**config.mk**
```make
export PLATFORM = sky130hd
export DESIGN_NAME = interval_tick_timer
export DESIGN_NICKNAME = d
export VERILOG_FILES = /design/src/rtl/tbt_pkg.sv /design/src/rtl/tbt_clear_ctl.sv /design/src/rtl/tbt_prescaler.sv /design/src/rtl/tbt_tap_select.sv /design/src/rtl/tbt_ctl_reg.sv /design/src/rtl/interval_tick_timer.sv
export SDC_FILE = /design/constraint.sdc
export NUM_CORES = 1
export LEC_CHECK = 0
export BUFFER_PORTS_ARGS = -buffer_cell sky130_fd_sc_hd__buf_4
export CELL_PAD_IN_SITES_DETAIL_PLACEMENT = 0
export CELL_PAD_IN_SITES_GLOBAL_PLACEMENT = 1
export CORE_ASPECT_RATIO = 0.6
export CORE_MARGIN = 1.5
export CORE_UTILIZATION = 34
export CTS_BUF_LIST = sky130_fd_sc_hd__clkbuf_8
export DETAILED_ROUTE_END_ITERATION = 12
export GPL_TIMING_DRIVEN = 0
export MAX_ROUTING_LAYER = met4
export PLACE_DENSITY_LB_ADDON = 0.08
export SKIP_LAST_GASP = 1
export SYNTH_ARGS = -nofsm -noshare
export SYNTH_HDL_FRONTEND = slang
export SYNTH_SLANG_ARGS = --single-unit
```
**constraint.sdc**
```tcl
create_clock -name clk -period 1.9 [get_ports clk]
set_input_delay 0.285 -clock clk [delete_from_list [all_inputs] [get_ports clk]]
set_output_delay 0.285 -clock clk [all_outputs]
set_load 0.01 [all_outputs]
```
**src/rtl/tbt_pkg.sv**
```systemverilog
`timescale 1ns/1ps
package tbt_pkg;

    // Interval select codes; each picks one counter stage.
    typedef enum logic [1:0] {
        IVL_STAGE0 = 2'd0,
        IVL_STAGE1 = 2'd1,
        IVL_STAGE2 = 2'd2,
        IVL_STAGE3 = 2'd3
    } ivl_sel_e;

    // Control word, MSB first: clear bit, select, enable, flag.
    typedef struct packed {
        logic     cnt_keep;
        ivl_sel_e sel;
        logic     irq_en;
        logic     ivl_flag;
    } ctl_word_t;

    localparam int CTL_W = $bits(ctl_word_t);

    // Independent reasons to zero the prescaler.
    typedef struct packed {
        logic sw_clr;
        logic stop_entry;
        logic pll_switch;
    } clr_src_t;

    function automatic logic any_clear(input clr_src_t s);
        return |s;
    endfunction

    function automatic logic rose(input logic prev, input logic now);
        return now & ~prev;
    endfunction

    function automatic logic fell(input logic prev, input logic now);
        return prev & ~now;
    endfunction

endpackage

```
**src/rtl/tbt_clear_ctl.sv**
```systemverilog
`timescale 1ns/1ps
module tbt_clear_ctl
    import tbt_pkg::*;
(
    input  logic clk,
    input  logic rst,
    input  logic sw_clr_i,
    input  logic stop_req_i,
    input  logic clk_sel_osc_i,
    output logic clr_o
);

    logic     stop_q;
    logic     osc_q;
    clr_src_t src;

    always_ff @(posedge clk) begin
        if (rst) begin
            stop_q <= 1'b0;
            osc_q  <= 1'b0;
        end else begin
            stop_q <= stop_req_i;
            osc_q  <= clk_sel_osc_i;
        end
    end

    always_comb begin
        src.sw_clr     = sw_clr_i;
        src.stop_entry = rose(stop_q, stop_req_i);
        src.pll_switch = fell(osc_q, clk_sel_osc_i);
        clr_o          = any_clear(src);
    end


    stop_entry_clr_chk: assert property (@(posedge clk) disable iff (rst)
        $rose(stop_req_i) |-> clr_o);


    pll_switch_clr_chk: assert property (@(posedge clk) disable iff (rst)
        $fell(clk_sel_osc_i) |-> clr_o);

endmodule

```
**src/rtl/tbt_prescaler.sv**
```systemverilog
`timescale 1ns/1ps
module tbt_prescaler #(
    parameter int CNT_W = 18
) (
    input  logic             clk,
    input  logic             rst,
    input  logic             clr_i,
    output logic [CNT_W-1:0] cnt_o,
    output logic             half_o
);

    logic [CNT_W-1:0] cnt_q;
    logic             half_q;

    // half_q divides the oscillator by two; the counter steps when it is 1.
    always_ff @(posedge clk) begin
        if (rst || clr_i) begin
            cnt_q  <= '0;
            half_q <= 1'b0;
        end else begin
            half_q <= ~half_q;
            if (half_q) begin
                cnt_q <= cnt_q + 1'b1;
            end
        end
    end

    assign cnt_o  = cnt_q;
    assign half_o = half_q;


    clear_zero_chk: assert property (@(posedge clk) disable iff (rst)
        clr_i |=> (cnt_q == '0) && !half_q);


    step_chk: assert property (@(posedge clk) disable iff (rst)
        (!clr_i && half_q) |=> cnt_q == CNT_W'($past(cnt_q) + 1'b1));

endmodule

```
**src/rtl/tbt_tap_select.sv**
```systemverilog
`timescale 1ns/1ps
module tbt_tap_select
    import tbt_pkg::*;
#(
    parameter int CNT_W = 18,
    parameter int TAP0  = 10,
    parameter int TAP1  = 12,
    parameter int TAP2  = 14,
    parameter int TAP3  = 17
) (
    input  logic             clk,
    input  logic             rst,
    input  logic [CNT_W-1:0] cnt_i,
    input  logic             half_i,
    input  logic             clr_i,
    input  ivl_sel_e         sel_i,
    output logic             ovf_o
);

    localparam int NTAP = 4;

    logic [NTAP-1:0] full;
    logic            ovf_q;

    // A stage carries when it and every bit below it are 1 on a step cycle.
    for (genvar i = 0; i < NTAP; i++) begin : g_tap
        localparam int TP = (i == 0) ? TAP0 : (i == 1) ? TAP1 : (i == 2) ? TAP2 : TAP3;
        assign full[i] = &cnt_i[TP:0];
    end

    always_ff @(posedge clk) begin
        if (rst) begin
            ovf_q <= 1'b0;
        end else begin
            ovf_q <= half_i && !clr_i && full[sel_i];
        end
    end

    assign ovf_o = ovf_q;


    single_pulse_chk: assert property (@(posedge clk) disable iff (rst)
        ovf_q |=> !ovf_q);

endmodule

```
**src/rtl/tbt_ctl_reg.sv**
```systemverilog
`timescale 1ns/1ps
module tbt_ctl_reg
    import tbt_pkg::*;
(
    input  logic             clk,
    input  logic             rst,
    input  logic             we_i,
    input  logic [CTL_W-1:0] wdata_i,
    input  logic             ovf_i,
    output ctl_word_t        ctl_o,
    output logic             sw_clr_o
);

    ctl_word_t wr_w;
    logic      flag_q;
    logic      ie_q;
    ivl_sel_e  sel_q;

    assign wr_w = ctl_word_t'(wdata_i);

    always_ff @(posedge clk) begin
        if (rst) begin
            flag_q <= 1'b0;
            ie_q   <= 1'b0;
            sel_q  <= IVL_STAGE0;
        end else begin
            if (we_i) begin
                ie_q  <= wr_w.irq_en;
                sel_q <= wr_w.sel;
            end
            if (ovf_i) begin
                flag_q <= 1'b1;
            end else if (we_i && !wr_w.ivl_flag) begin
                flag_q <= 1'b0;
            end
        end
    end

    assign ctl_o    = '{cnt_keep: 1'b1, sel: sel_q, irq_en: ie_q, ivl_flag: flag_q};
    assign sw_clr_o = we_i && !wr_w.cnt_keep;


    ovf_sets_flag_chk: assert property (@(posedge clk) disable iff (rst)
        ovf_i |=> flag_q);


    flag_clear_chk: assert property (@(posedge clk) disable iff (rst)
        (we_i && !wr_w.ivl_flag && !ovf_i) |=> !flag_q);


    flag_keep_chk: assert property (@(posedge clk) disable iff (rst)
        (we_i && wr_w.ivl_flag && !ovf_i) |=> $stable(flag_q));

endmodule

```
**src/rtl/interval_tick_timer.sv**
```systemverilog
`timescale 1ns/1ps
module interval_tick_timer
    import tbt_pkg::*;
#(
    parameter int CNT_W = 18,
    parameter int TAP0  = 10,
    parameter int TAP1  = 12,
    parameter int TAP2  = 14,
    parameter int TAP3  = 17
) (
    input  logic             clk,
    input  logic             rst,
    input  logic             ctl_we,
    input  logic [4:0]       ctl_wdata,
    output logic [4:0]       ctl_rdata,
    input  logic             stop_req,
    input  logic             clk_sel_osc,
    output logic             irq_o,
    output logic [CNT_W-1:0] cnt_o
);

    logic             sw_clr;
    logic             clr;
    logic             half;
    logic             ovf;
    logic [CNT_W-1:0] cnt;
    ctl_word_t        ctl;

    tbt_ctl_reg u_ctl (
        .clk      (clk),
        .rst      (rst),
        .we_i     (ctl_we),
        .wdata_i  (ctl_wdata),
        .ovf_i    (ovf),
        .ctl_o    (ctl),
        .sw_clr_o (sw_clr)
    );

    tbt_clear_ctl u_clr (
        .clk           (clk),
        .rst           (rst),
        .sw_clr_i      (sw_clr),
        .stop_req_i    (stop_req),
        .clk_sel_osc_i (clk_sel_osc),
        .clr_o         (clr)
    );

    tbt_prescaler #(.CNT_W(CNT_W)) u_pre (
        .clk    (clk),
        .rst    (rst),
        .clr_i  (clr),
        .cnt_o  (cnt),
        .half_o (half)
    );

    tbt_tap_select #(
        .CNT_W (CNT_W),
        .TAP0  (TAP0),
        .TAP1  (TAP1),
        .TAP2  (TAP2),
        .TAP3  (TAP3)
    ) u_tap (
        .clk    (clk),
        .rst    (rst),
        .cnt_i  (cnt),
        .half_i (half),
        .clr_i  (clr),
        .sel_i  (ctl.sel),
        .ovf_o  (ovf)
    );

    assign ctl_rdata = ctl;
    assign irq_o     = ctl.ivl_flag & ctl.irq_en;
    assign cnt_o     = cnt;

endmodule

```
; Word level (Yosys, flattened, before mapping)
; Cells that the tools add are included.
[op_classes]
n_addsub = 1
mul = 0
div_mod_pow = 0
n_lt_le_gt_ge = 1
eq_ne = 0
shift = 0
mux = 4
n_bitwise = 6
n_reduce_logical = 14
[ops]
columns = operator, n
row1 = $add 18x1->18 const B, 1
row2 = $reduce_and 18->1, 1
row3 = $reduce_and 15->1, 1
row4 = $reduce_and 13->1, 1
row5 = $reduce_and 11->1, 1
row6 = $logic_and 1x1->1, 4
row7 = $and 1x1->1, 3
row8 = $logic_not 1->1, 3
row9 = $lt 2x3->1 const B, 1
row10 = $mux 1, 3
row11 = $not 1->1, 3
row12 = $reduce_or 3->1, 1
row13 = $bmux 1 s2, 1
row14 = $reduce_bool 2->1, 1
row15 = $logic_or 1x1->1, 1
[word_totals]
ff_bits = 26
latchBits = 0
ram_bits = 0
mem_bits_ro = 0
inputBits = 10
out_inout_bits = 24
word_cells = 34
n_memories = 0

; Depth between registers and ports, before layout
; Gate-level depths: netlist of the first run.
[depth]
ltp_word = 6
depth_mapped = 6
mapped_depth_nobuf = 5

; Modules after synthesis
; A second synthesis of the first run with hierarchy kept.
[hier_totals]
hier_cells = 135
area_unflattened_um2 = 1234.9
[by_module_without_submodules]
columns = mod, instances, cells_per_inst, area_each_um2, seq_area_each_um2
row1 = tbt_prescaler, 1, 97, 873.3, 380.4
row2 = tbt_ctl_reg, 1, 18, 180.2, 80.1
row3 = tbt_tap_select, 1, 12, 107.6, 20.0
row4 = tbt_clear_ctl, 1, 7, 67.6, 40.0
row5 = interval_tick_timer, 1, 1, 6.3, 0.0

; Worst setup path before layout of the first run
; No wires, ideal clock.
[synth_path]
path_kind = reg2reg
start = register u_pre.cnt_q[2] (netlist: u_pre.cnt_o[2])
end = register u_pre.cnt_q[17] (netlist: u_pre.cnt_o[17])
setup_ns = 0.071
arrival_time_ns = 1.894
path_slack_ns = -0.065
stages_incl_launch_ff = 6
path_buffers = 1
cell_sequence = dfxtp_1 nand4_2 or4_1 buf_2 or4_1 a21oi_1
[synth_via]
elab_chain_cells = 1
[synth_lines]
columns = item, line
row1 = "start, declared", tbt_prescaler.sv:12  ; logic [CNT_W-1:0] cnt_q;
row2 = "start signal, assigned", tbt_prescaler.sv:23  ; cnt_q <= cnt_q + 1'b1;
row3 = $add 18x1->18, tbt_prescaler.sv:23
; No other way between the ends.
; A chain may end at the register's enable or synchronous reset.

; Worst setup path after layout of the first run
[layout_path]
start = register u_pre.cnt_q[0] (netlist: u_pre.cnt_o[0])
end = register u_pre.cnt_q[17] (netlist: u_pre.cnt_o[17])
; Same word-level chain as after synthesis.

==> Implementation_results.wiki, run 1 <==
{| class="wikitable"
! Metric !! Value
|-
| Hold/Removal Path Class || in2reg
|-
| Portion of total power attributed to sequential cells || 0.597
|-
| Commonest register cell after synthesis || sky130_fd_sc_hd__dfxtp_1
|-
| Antenna violations before repair || 0
|-
| Final design area excluding fillers || around 1500 um2
|-
| Synthesis-to-layout area growth || 37.99%
|-
| Detailed Route WL || 2447 um
|-
| Layout Utilization || 0.5132
|-
| IR Drop Worst-Case VDD || 0.3686 mV
|-
| Number of endpoints failing setup at the final stage || 0
|-
| Number of nets in the synthesized netlist || roughly 140
|-
| Max H-tree Level || 1
|-
| First-pass GRT wire length || 3857 um
|-
| Die ar. || 3627 um2
|-
| Fmax achieved || ~540 MHz
|-
| Pwr per Cell Area || 605.7 nW/um2
|-
| GRT Resource Usage Total || 0.1491
|-
| Setup crit start kind || register
|-
| Clock buffers created by TritonCTS || 3
|-
| Number of max-slew violations in the final report || 0
|-
| CTS Sinks || 26
|-
| Via count of the first global-routing pass || 776
|-
| Starting density of the core || 0.3719
|-
| Crit path max fanout || 7
|-
| Filler instances || 293
|-
| Number of design rule violations left after detail routing || 0
|-
| Sw frac || 0.2174
|-
| Minimum clock period after layout || roughly 1.8 ns
|-
| Number of placed I/O pins || 34
|-
| Iteration-0 DRC Markers || between 60 and 70
|-
| Most area-consuming cells after synthesis || sky130_fd_sc_hd__dfxtp_1, sky130_fd_sc_hd__nor2_1, sky130_fd_sc_hd__a21oi_1
|-
| RSZ-0062 raised after global routing || true
|-
| Synthesis-stage register bit count || 26
|-
| Period utilization || 0.9680
|-
| Clock root buffer || sky130_fd_sc_hd__clkbuf_8
|-
| Fraction of synthesis flops using an asynchronous set or reset pin || 0
|-
| Highest metal layer with signal wires || met4
|-
| Diode count || 0
|-
| Die Span Y || 47.26 um
|-
| Unique masters post-synth || 27
|-
| Fraction of power consumed by combinational cells || 0.074
|-
| Placed standard-cell area || roughly 1400 um2
|-
| Cell with the most instances after synthesis || sky130_fd_sc_hd__dfxtp_1
|-
| Warnings from Yosys || 0
|-
| Std cell rows || 15
|-
| Count of final hold-check violations || 0
|-
| Post-DP HPWL || 1832 um
|-
| Static leakage power || 0.5971 nW
|-
| Layout cells sized above 1 || 0.3515
|-
| Via-per-instance ratio || 4.792
|-
| Number of buffers inserted for hold repair after clock tree synthesis || 0
|-
| Total number of vias || between 900 and 1k
|-
| Run status || finished clean
|-
| Input/output buffers || 32
|-
| TritonCTS clock tree || done
|-
| Core area || 2984 um2
|-
| Number of enable flip-flop cells after synthesis || 0
|-
| Fraction of synthesized cell area taken by the top area cell type || 0.4690
|-
| Clk network pwr share || 0.330
|-
| Required time at the worst-slack endpoint || 2.11 ns
|-
| Number of buffers between clock root and the deepest sink || 2
|-
| Critical path arrival || 2.05 ns
|-
| Metal3 WL || 136 um
|-
| Register area || 540.5 um2
|-
| Netlist area before placement || 1110 um2
|-
| Met1 wire length || 1255 um
|-
| Insertion delay of the later-clocked pin in the worst-skew pair || 0.27 ns
|-
| Remaining global-route overflow || 0
|-
| Post-DRT Antenna Nets || 0
|-
| Gp weighted congestion || 0.6956
|-
| Clock-pin slew of the registers on the worst-case setup and hold paths || around 0.090 ns
|-
| Nature of the critical path endpoint || register
|-
| Post-synth top cells || sky130_fd_sc_hd__dfxtp_1, sky130_fd_sc_hd__nor2_1, sky130_fd_sc_hd__a21oi_1
|-
| Synthesized netlist cell count || roughly 130
|-
| Pin count of the biggest net entering global routing || 14
|-
| Average cell area after synthesis || 8.808 um2
|-
| Footprint of the multi-input gates || 563.0 um2
|-
| Detail Route met2 WL || 1046 um
|-
| Horizontal die dimension || approximately 77 um
|-
| Final net count || 178
|-
| Internal power of the cells || 0.7260 mW
|-
| Seq/Total Area, Yosys || 0.4690
|-
| Class of the most critical setup path || reg2reg
|-
| Max capacitance violation total || 0
|-
| Dominant cell type by area after synthesis || sky130_fd_sc_hd__dfxtp_1
|-
| Number of detailed-routing iterations run before antenna repair || 4
|-
| Clock Skew || 0.01502 ns
|-
| Net load switching power || 0.2016 mW
|-
| Mean routed wirelength per cell || 11.82 um
|}
[through the flow]
| step | power (mW) | worst slack (ns) | std cells | TNS, ns | hold slack [ns] |
|---|---|---|---|---|---|
| after global routing | 0.9642 | -0.02409 | 207 | -0.02409 | 0.2348 |
| after floorplan | 0.6036 | 0.01406 | 126 | 0 | 0.3566 |
| after CTS | 0.9460 | -0.01198 | 204 | -0.01198 | 0.2226 |
| after detailed placement | 0.6368 | -0.1181 | 200 | -0.2650 | 0.4302 |
| after global placement | 0.6344 | -0.09900 | 200 | -0.2110 | 0.4327 |
| final | 0.9276 | 0.06088 | 207 | 0 | 0.2338 |
[state kept, by name, indices dropped and copies added, names as in the netlist]
register and count:
u_ctl.sel_q 2, u_clr.stop_q 1, u_pre.cnt_o 18, u_tap.ovf_o 1, u_pre.half_o 1, u_ctl.flag_q 1, u_ctl.ie_q 1, u_clr.osc_q 1
[layer usage]
metal / GRT usage / up-vias
li1: - / 512
met1: 0.1958 / 452
met2: 0.2088 / 26
met3: 0.05437 / 2
met4: 0.05556 / 0
met5: - / -
[critical path: stages, from the launching register on]
cell and delay [ns]:
sky130_fd_sc_hd__dfxtp_2 0.40, sky130_fd_sc_hd__nand2_2 0.12, sky130_fd_sc_hd__or4_4 0.60, sky130_fd_sc_hd__or4_1 0.52
sky130_fd_sc_hd__a21oi_1 0.15
[placed cells by master, fill, tap and decap left out]
| cell | n |
|---|---|
| sky130_fd_sc_hd__a21oi_1 | 11 |
| sky130_fd_sc_hd__and2_1 | 1 |
| sky130_fd_sc_hd__and3_1 | 1 |
| sky130_fd_sc_hd__and4_1 | 1 |
| sky130_fd_sc_hd__buf_4 | 40 |
| sky130_fd_sc_hd__buf_6 | 1 |
| sky130_fd_sc_hd__clkbuf_1 | 2 |
| sky130_fd_sc_hd__clkbuf_8 | 3 |
| sky130_fd_sc_hd__conb_1 | 1 |
| sky130_fd_sc_hd__dfxtp_1 | 18 |
| sky130_fd_sc_hd__dfxtp_2 | 4 |
| sky130_fd_sc_hd__dfxtp_4 | 4 |
| sky130_fd_sc_hd__ha_4 | 1 |
| sky130_fd_sc_hd__inv_1 | 4 |
| sky130_fd_sc_hd__mux2i_1 | 4 |
| sky130_fd_sc_hd__nand2_1 | 5 |
| sky130_fd_sc_hd__nand2_2 | 1 |
| sky130_fd_sc_hd__nand2b_1 | 1 |
| sky130_fd_sc_hd__nand3_1 | 4 |
| sky130_fd_sc_hd__nand4_1 | 4 |
| sky130_fd_sc_hd__nand4_4 | 1 |
| sky130_fd_sc_hd__nor2_1 | 16 |
| sky130_fd_sc_hd__nor2b_1 | 5 |
| sky130_fd_sc_hd__nor3_1 | 3 |
| sky130_fd_sc_hd__o21ai_0 | 6 |
| sky130_fd_sc_hd__o31ai_1 | 1 |
| sky130_fd_sc_hd__or2_2 | 1 |
| sky130_fd_sc_hd__or3_1 | 6 |
| sky130_fd_sc_hd__or4_1 | 3 |
| sky130_fd_sc_hd__or4_4 | 2 |
| sky130_fd_sc_hd__xnor2_1 | 4 |
| sky130_fd_sc_hd__xor2_1 | 6 |
[cell families after synthesis]
family                     synth area share
AOI/OAI and AO/OA                   0.08343
xor gates and xnor gates            0.07891
adders and majority gates           0.01127
buffers and inverters               0.05186
DFF                                  0.4690
muxes                               0.03608
other                              0.003379
and+or+nand+nor                      0.2661
[path summary, 6_finish.rpt]
path                       start         endpoint  slack [ns]  cells past startpoint
setup / recovery  u_pre.cnt_o[0]  u_pre.cnt_o[17]        0.06                      4
hold / removal               rst       u_ctl.ie_q        0.23                      2
setup reg to reg  u_pre.cnt_o[0]  u_pre.cnt_o[17]        0.06                      4
hold reg to reg      u_tap.ovf_o     u_ctl.flag_q        0.48                      2
[area by class of cell]
| cell class | count | area share |
|---|---|---|
| Clock buffer | 3 | 0.02696 |
| Sequential cell | 26 | 0.3529 |
| Buffer | 6 | 0.02696 |
| Timing Repair Buffer | 37 | 0.1814 |
| Tap cell | 42 | 0.03431 |
| Multi-Input combinational cell | 89 | 0.3676 |
| Inverter | 4 | 0.009804 |
[power by group through the flow]
stage	Combinational [mW]	Clock (mW)	Sequential, mW
2_1_floorplan	0.0321	0	0.572
3_5_place_dp	0.0656	0	0.571
3_3_place_gp	0.0633	0	0.571
6_report	0.0682	0.306	0.554
5_1_grt	0.0758	0.333	0.555
4_1_cts	0.0693	0.322	0.555
[timing repair]
action / in CTS / in global routing
gates resized for setup: 13 / 3
pin swaps: 1 / 2
setup buffers: 1 / 4
endpoints found under the setup margin: 4 / 2
(Power assumes the default switching activity.)
==> inputs of run 2 (changes only) <==
--- a/config.mk
+++ b/config.mk
@@ -15,7 +15,8 @@
 export DETAILED_ROUTE_END_ITERATION = 12
 export GPL_TIMING_DRIVEN = 0
 export MAX_ROUTING_LAYER = met4
-export PLACE_DENSITY_LB_ADDON = 0.08
+export PLACE_DENSITY = 0.84
+export SETUP_SLACK_MARGIN = 0.02
 export SKIP_LAST_GASP = 1
 export SYNTH_ARGS = -nofsm -noshare
 export SYNTH_HDL_FRONTEND = slang
==> run 2 against run 1 <==
Compared with the run above: clock power grew 19%; via count grew 3.0%; first-iteration DRC count fell by 29%; largest power group unchanged.
==> Implementation_results.wiki, run 2 (synthesis results as in run 1) <==
{| class="wikitable"
! Metric !! Value
|-
| Run status || finished clean
|-
| Clock-pin slew of the registers on the worst-case setup and hold paths || 0.09 ns (about the same)
|-
| Core area || 2984 um2 (unchanged)
|-
| Post-DP HPWL || 1811 um (-1.1%)
|-
| Fmax achieved || 548.5 MHz (+0.87%)
|-
| Die Span Y || 47.26 um (unchanged)
|-
| TritonCTS clock tree || done
|-
| Count of cell instances traversed by the critical path || 4 (unchanged)
|-
| Clock root buffer || sky130_fd_sc_hd__clkbuf_8
|-
| Source of the worst register-to-register timing path || u_pre.cnt_o[6]
|-
| Synthesis-to-layout area growth || 40.70%
|-
| R2R cell count || 4 (unchanged)
|-
| Placed standard-cell area || 1416 um2 (+0.62%)
|-
| Most Frequent Cell on Critical Path || sky130_fd_sc_hd__or4_4
|-
| RSZ-0062 raised after global routing || false
|-
| Std cell rows || 15 (unchanged)
|-
| R2R setup slack || 0.08 ns (+0.02 ns)
|-
| Final net count || 178 (unchanged)
|-
| Layout Utilization || 0.5233 (+0.01006)
|-
| Layout cells sized above 1 || 0.3735 (+0.02198)
|-
| Critical path destination || u_pre.cnt_o[17]
|-
| Class of the most critical setup path || reg2reg
|-
| Count of final hold-check violations || 0 (unchanged)
|-
| Required time at the worst-slack endpoint || 2.11 ns (about the same)
|-
| Total number of vias || 1,022 (+3.0%)
|-
| Worst hold slack || 0.2239 ns (-0.009916 ns)
|-
| Number of detailed-routing iterations run before antenna repair || 5 (+1)
|-
| Period utilization || 0.9596 (-0.008372)
|-
| Starting density of the core || 0.3719 (unchanged)
|-
| Max capacitance violation total || 0 (unchanged)
|-
| Pwr per Cell Area || 627.9 nW/um2 (+3.7%)
|-
| Critical Path Start || u_pre.cnt_o[6]
|-
| Hold/Removal Path Class || in2reg
|-
| Number of endpoints failing setup at the final stage || 0 (unchanged)
|-
| Number of buffers inserted for hold repair after clock tree synthesis || 0 (unchanged)
|-
| Insertion delay of the later-clocked pin in the worst-skew pair || 0.27 ns (about the same)
|-
| Critical path arrival || 2.04 ns (about the same)
|-
| Horizontal die dimension || 76.76 um (unchanged)
|-
| Number of max-slew violations in the final report || 0 (unchanged)
|-
| Input/output buffers || 32 (unchanged)
|-
| Remaining global-route overflow || 0 (unchanged)
|-
| Crit path max fanout || 5 (-2)
|-
| IR Drop Worst-Case VDD || 0.2455 mV (-33%)
|-
| Diode count || 0 (unchanged)
|-
| Top delay family on crit path || simple AND/OR/NAND/NOR gates
|-
| First-pass GRT wire length || 3774 um (-2.2%)
|-
| Antenna violations before repair || 0 (unchanged)
|-
| Via count of the first global-routing pass || 796 (+2.6%)
|-
| Static leakage power || 0.6112 nW (+2.4%)
|-
| Via-per-instance ratio || 4.913 (+2.5%)
|-
| Footprint of the multi-input gates || 570.5 um2 (+1.3%)
|-
| Most common cell after layout, fill and taps aside || sky130_fd_sc_hd__buf_4
|-
| Final design area excluding fillers || 1562 um2 (+2.0%)
|-
| Die ar. || 3627 um2 (unchanged)
|-
| Mean routed wirelength per cell || 12.37 um (+4.6%)
|-
| Largest stage delay on the critical path || 0.58 ns (-0.02 ns)
|-
| Capture instance of the worst register-to-register path || u_pre.cnt_o[17]
|-
| Minimum clock period after layout || 1.823 ns (-0.01591 ns)
|-
| Crit-path cells || nand4_1, or4_4, or4_4, a21oi_2
|-
| Detailed Route WL || 2573 um (+5.1%)
|-
| Critical path buffers and inverters || 0 (unchanged)
|-
| Number of flip-flops in the largest register || 18 (unchanged)
|-
| GRT Resource Usage Total || 0.1447 (-0.004388)
|-
| Max H-tree Level || 1 (unchanged)
|-
| Gp weighted congestion || 0.7463 (+7.3%)
|-
| Setup crit start kind || register
|-
| CP max stage cell || sky130_fd_sc_hd__or4_4
|-
| Register area || 549.3 um2 (+1.6%)
|-
| Clock Skew || 0.001047 ns (-0.01397 ns)
|-
| Post-DRT Antenna Nets || 0 (unchanged)
|-
| Pin count of the biggest net entering global routing || 15 (+1)
|-
| Number of placed I/O pins || 34 (unchanged)
|-
| Most frequent cells in the layout || sky130_fd_sc_hd__buf_4, sky130_fd_sc_hd__dfxtp_1, sky130_fd_sc_hd__nor2_1, sky130_fd_sc_hd__a21oi_1, sky130_fd_sc_hd__dfxtp_4
|-
| Number of buffers between clock root and the deepest sink || 2 (unchanged)
|-
| Iteration-0 DRC Markers || 47 (-29%)
|-
| Nature of the critical path endpoint || register
|-
| Filler instances || 274 (-6.5%)
|-
| CTS Sinks || 26 (unchanged)
|-
| Clock buffers created by TritonCTS || 3 (unchanged)
|-
| Number of design rule violations left after detail routing || 0 (unchanged)
|}
==> run 2: where the power goes <==
part / internal (mW) / total, mW / leakage (nW) / switching, mW
combinational: 0.0368 / 0.0680 / 0.365 / 0.0312
clock: 0.186 / 0.363 / 0.0288 / 0.177
sequential: 0.543 / 0.550 / 0.217 / 0.00646
==> run 2: timing repair <==
item / 4_1_cts / 5_1_grt
resized for setup: 12 / 10
cloned: 0 / 0
pin swaps: 1 / 2
endpoints found under the setup margin: 4 / 4
setup buffers: 1 / 4
==> run 2: cell type report <==
| class | instances | area share |
|---|---|---|
| multi-input cells | 89 | 0.3654 |
| repair buffers | 37 | 0.1779 |
| well taps | 42 | 0.03365 |
| clock buffers | 4 | 0.03526 |
| plain buffers | 6 | 0.02644 |
| flip-flops and latches | 26 | 0.3518 |
| inverters | 4 | 0.009615 |
==> run 2: per-stage QoR <==
step	std cells	worst slack, ns	setup TNS [ns]	total power, mW
6_report	208	0.07678	0	0.9805
5_1_grt	208	0.02020	0	1.014
4_1_cts	205	-0.02786	-0.02786	0.9992
3_5_place_dp	200	-0.09604	-0.2926	0.6364
3_3_place_gp	200	-0.04804	-0.1103	0.6340
2_1_floorplan	126	0.02476	0	0.6041
==> run 2: metal layers <==
metal	track usage	vias up	part of all wire	routed length, um
met1	0.1719	483	0.48	1223
met2	0.2283	26	0.45	1165
met5	-	-	0	0
met4	0.06667	0	0.018	46
li1	-	508	-	-
met3	0.04854	5	0.053	137
==> run 2: how the worst min path moves through the flow <==
stage,from,slack (ns),to,cells past startpoint
finish,stop_req,0.22,u_clr.stop_q,2
global route,rst,0.21,u_clr.stop_q,2
CTS,rst,0.22,u_clr.stop_q,2
detailed placement,u_tap.ovf_o,0.45,u_ctl.flag_q,2
global placement,u_tap.ovf_o,0.43,u_ctl.flag_q,2
floorplan,rst,0.36,u_clr.osc_q,1
==> inputs of run 3 (changes only) <==
--- a/config.mk
+++ b/config.mk
@@ -6,16 +6,15 @@
 export NUM_CORES = 1
 export LEC_CHECK = 0
 export BUFFER_PORTS_ARGS = -buffer_cell sky130_fd_sc_hd__buf_4
-export CELL_PAD_IN_SITES_DETAIL_PLACEMENT = 0
-export CELL_PAD_IN_SITES_GLOBAL_PLACEMENT = 1
 export CORE_ASPECT_RATIO = 0.6
 export CORE_MARGIN = 1.5
-export CORE_UTILIZATION = 34
+export CORE_UTILIZATION = 47
 export CTS_BUF_LIST = sky130_fd_sc_hd__clkbuf_8
 export DETAILED_ROUTE_END_ITERATION = 12
 export GPL_TIMING_DRIVEN = 0
 export MAX_ROUTING_LAYER = met4
-export PLACE_DENSITY = 0.84
+export PLACE_DENSITY = 0.85
+export REMOVE_ABC_BUFFERS = 1
 export SETUP_SLACK_MARGIN = 0.02
 export SKIP_LAST_GASP = 1
 export SYNTH_ARGS = -nofsm -noshare
==> run 3 against run 2 <==
Compared with the run above: clock power up 26%; total power up 9.2%; setup slack worse by 0.070 ns; non-clock buffer count down 6; critical path type unchanged; global-route usage up 5.0 points; first-iteration DRC count up 19%; critical path depth up 1; cell count down 8.7%; register-to-register slack worse by 0.07 ns; die area down 26%.
==> Implementation_results.wiki, run 3 (synthesis results as in run 1) <==
{| class="wikitable"
! Metric !! Value
|-
| Via-per-instance ratio || 5.642 (+15%)
|-
| Post-DP HPWL || 1817 um (+0.31%)
|-
| Pwr per Cell Area || 721.8 nW/um2 (+15%)
|-
| TritonCTS clock tree || done
|-
| Net load switching power || 0.2107 mW (-1.9%)
|-
| Origin of the worst min-delay path || rst
|-
| Number of buffers between clock root and the deepest sink || 2 (unchanged)
|-
| Slack of the critical path || 0.006378 ns (-0.07041 ns)
|-
| Die Span Y || 40.64 um (-14%)
|-
| Clock Skew || 0.008631 ns (+0.007584 ns)
|-
| Critical path buffers and inverters || 1 (+1)
|-
| Clock buffers created by TritonCTS || 3 (unchanged)
|-
| Internal power of the cells || 0.8604 mW (+12%)
|-
| Post-Route Setup TNS || 0 ns (unchanged)
|-
| IR Drop Worst-Case VDD || 0.5039 mV (+110%)
|-
| Worst slack after detailed placement || -0.2248 ns (-0.1287 ns)
|-
| Horizontal die dimension || 65.74 um (-14%)
|-
| RSZ-0062 raised after global routing || true
|-
| Number of detailed-routing iterations run before antenna repair || 4 (-1)
|-
| Minimum clock period after layout || 1.894 ns (+0.07041 ns)
|-
| Synthesis-to-layout area growth || 33.71%
|-
| Layout cells sized above 1 || 0.3500 (-0.02349)
|-
| Antenna violations before repair || 0 (unchanged)
|-
| Pin count of the biggest net entering global routing || 21 (+6)
|-
| Number of placed I/O pins || 34 (unchanged)
|-
| Required time at the worst-slack endpoint || 2.10 ns (about the same)
|-
| Crit-path cells || nand4_1, or4_4, buf_4, or3_1, a21oi_1
|-
| Number of flip-flops in the largest register || 18 (unchanged)
|-
| Core area || 2196 um2 (-26%)
|-
| GRT Resource Usage Total || 0.1948 (+0.05009)
|-
| Slew of the pin with the lowest slew margin || 0.6894 ns
|-
| Detailed Route WL || 2940 um (+14%)
|-
| Max H-tree Level || 1 (unchanged)
|-
| Clock root buffer || sky130_fd_sc_hd__clkbuf_8
|-
| Number of max-slew violations in the final report || 0 (unchanged)
|-
| Crit path max fanout || 6 (+1)
|-
| Portion of total power attributed to sequential cells || 0.521 (-0.040)
|-
| Class of the most critical setup path || reg2reg
|-
| Period utilization || 0.9966 (+0.03706)
|-
| Run status || finished clean
|-
| Largest stage delay on the critical path || 0.56 ns (-0.02 ns)
|-
| Hold worst-path end || u_ctl.ie_q
|-
| Insertion delay of the later-clocked pin in the worst-skew pair || 0.28 ns (about the same)
|-
| Iteration-0 DRC Markers || 56 (+19%)
|-
| Critical Path Start || u_pre.cnt_o[5]
|-
| Total number of vias || 1,072 (+4.9%)
|-
| Fmax achieved || 528.1 MHz (-3.7%)
|-
| Worst hold stages || 2 (unchanged)
|-
| Mean routed wirelength per cell || 15.47 um (+25%)
|-
| Sw frac || 0.1967 (-0.02225)
|-
| Remaining global-route overflow || 0 (unchanged)
|-
| Final net count || 172 (-3.4%)
|-
| Number of design rule violations left after detail routing || 0 (unchanged)
|-
| Most frequent cells in the layout || sky130_fd_sc_hd__buf_4, sky130_fd_sc_hd__nor2_1, sky130_fd_sc_hd__dfxtp_1, sky130_fd_sc_hd__a21oi_1, sky130_fd_sc_hd__dfxtp_2
|-
| Fraction of power consumed by combinational cells || 0.052 (-0.017)
|-
| Most common cell after layout, fill and taps aside || sky130_fd_sc_hd__buf_4
|-
| Std cell rows || 13 (-2)
|-
| Die ar. || 2671 um2 (-26%)
|-
| Hold/Removal Path Class || in2reg
|-
| Number of endpoints failing setup at the final stage || 0 (unchanged)
|-
| Number of buffers inserted for hold repair after clock tree synthesis || 0 (unchanged)
|-
| Via count of the first global-routing pass || 818 (+2.8%)
|-
| Max capacitance violation total || 0 (unchanged)
|-
| R2R setup slack || 0.006 ns (-0.07 ns)
|-
| CTS Sinks || 26 (unchanged)
|-
| Nature of the critical path endpoint || register
|-
| Static leakage power || 0.5892 nW (-3.6%)
|-
| Diode count || 0 (unchanged)
|-
| Gp weighted congestion || 0.7246 (-2.9%)
|-
| Top delay family on crit path || simple AND/OR/NAND/NOR gates
|-
| CP max stage cell || sky130_fd_sc_hd__or4_4
|-
| Final Total Pwr || 1.071 mW (+9.2%)
|-
| Clock-pin slew of the registers on the worst-case setup and hold paths || 0.09 ns (about the same)
|-
| First-pass GRT wire length || 3629 um (-3.8%)
|-
| Clk network pwr share || 0.426 (+0.056)
|-
| Starting density of the core || 0.5054 (+0.1335)
|-
| Post-DRT Antenna Nets || 0 (unchanged)
|-
| Input/output buffers || 32 (unchanged)
|-
| R2R cell count || 5 (+1)
|-
| Setup crit start kind || register
|-
| Capture instance of the worst register-to-register path || u_pre.cnt_o[13]
|-
| Critical path arrival || 2.10 ns (+0.06 ns)
|-
| Slew Limit Headroom || 0.5404
|-
| Count of final hold-check violations || 0 (unchanged)
|-
| Source of the worst register-to-register timing path || u_pre.cnt_o[5]
|}
-- run 3: cell types whose count changed in the layout (fill, tap and decap cells not counted), sizes merged --
cell and change:
clkbuf -3, bufinv +1, buf -4
-- run 3: what timing repair did --
action / in CTS / in global routing
hold endpoints to repair: 0 / 0
buffers inserted: 0 / 5
cloned: 0 / 0
pin swaps: 0 / 3
resized for setup: 6 / 10
endpoints found under the setup margin: 6 / 5
-- run 3: final cells by class --
cell class,instances,area (um2)
Timing Repair Buffer,37,277.8
Clock inverter,1,30.03
Sequential cell,26,540.5
Clock buffer,3,41.29
Fill cell,163,711.9
Inverter,4,15.01
Multi-Input combinational cell,89,541.8
Tap cell,30,37.54
-- run 3: how the worst max path moves through the flow --
stage	end	slack [ns]	depth (start not counted)
after floorplan	u_pre.cnt_o[17]	-0.06	4
after global placement	u_pre.cnt_o[17]	-0.18	4
after detailed placement	u_pre.cnt_o[17]	-0.22	4
after CTS	u_pre.cnt_o[16]	-0.03	5
after global routing	u_pre.cnt_o[13]	-0.09	5
final	u_pre.cnt_o[13]	0.006	5
-- run 3: per-layer routing --
metal  track usage  part of all wire
met5             -                 0
met2        0.3258              0.50
met3       0.04121             0.052
met4       0.06771             0.024
met1        0.2428              0.42
-- run 3: power by group through the flow --
stage	registers [mW]	logic, mW	clock network (mW)
after floorplan	0.575	0.0222	0
after global placement	0.574	0.0514	0
after detailed placement	0.574	0.0545	0
after CTS	0.562	0.0548	0.466
after global routing	0.560	0.0603	0.481
final	0.559	0.0559	0.457
-- run 3: metrics by stage --
step                area (um2)  cells    util  hold slack [ns]
finish                    1484    190  0.6758           0.2338
floorplan                 1067    119       -           0.3566
CTS                       1428    185  0.6501           0.2193
detailed placement        1345    181  0.6125           0.4480
global route              1484    190  0.6758           0.2235
global placement          1345    181  0.6125           0.4254
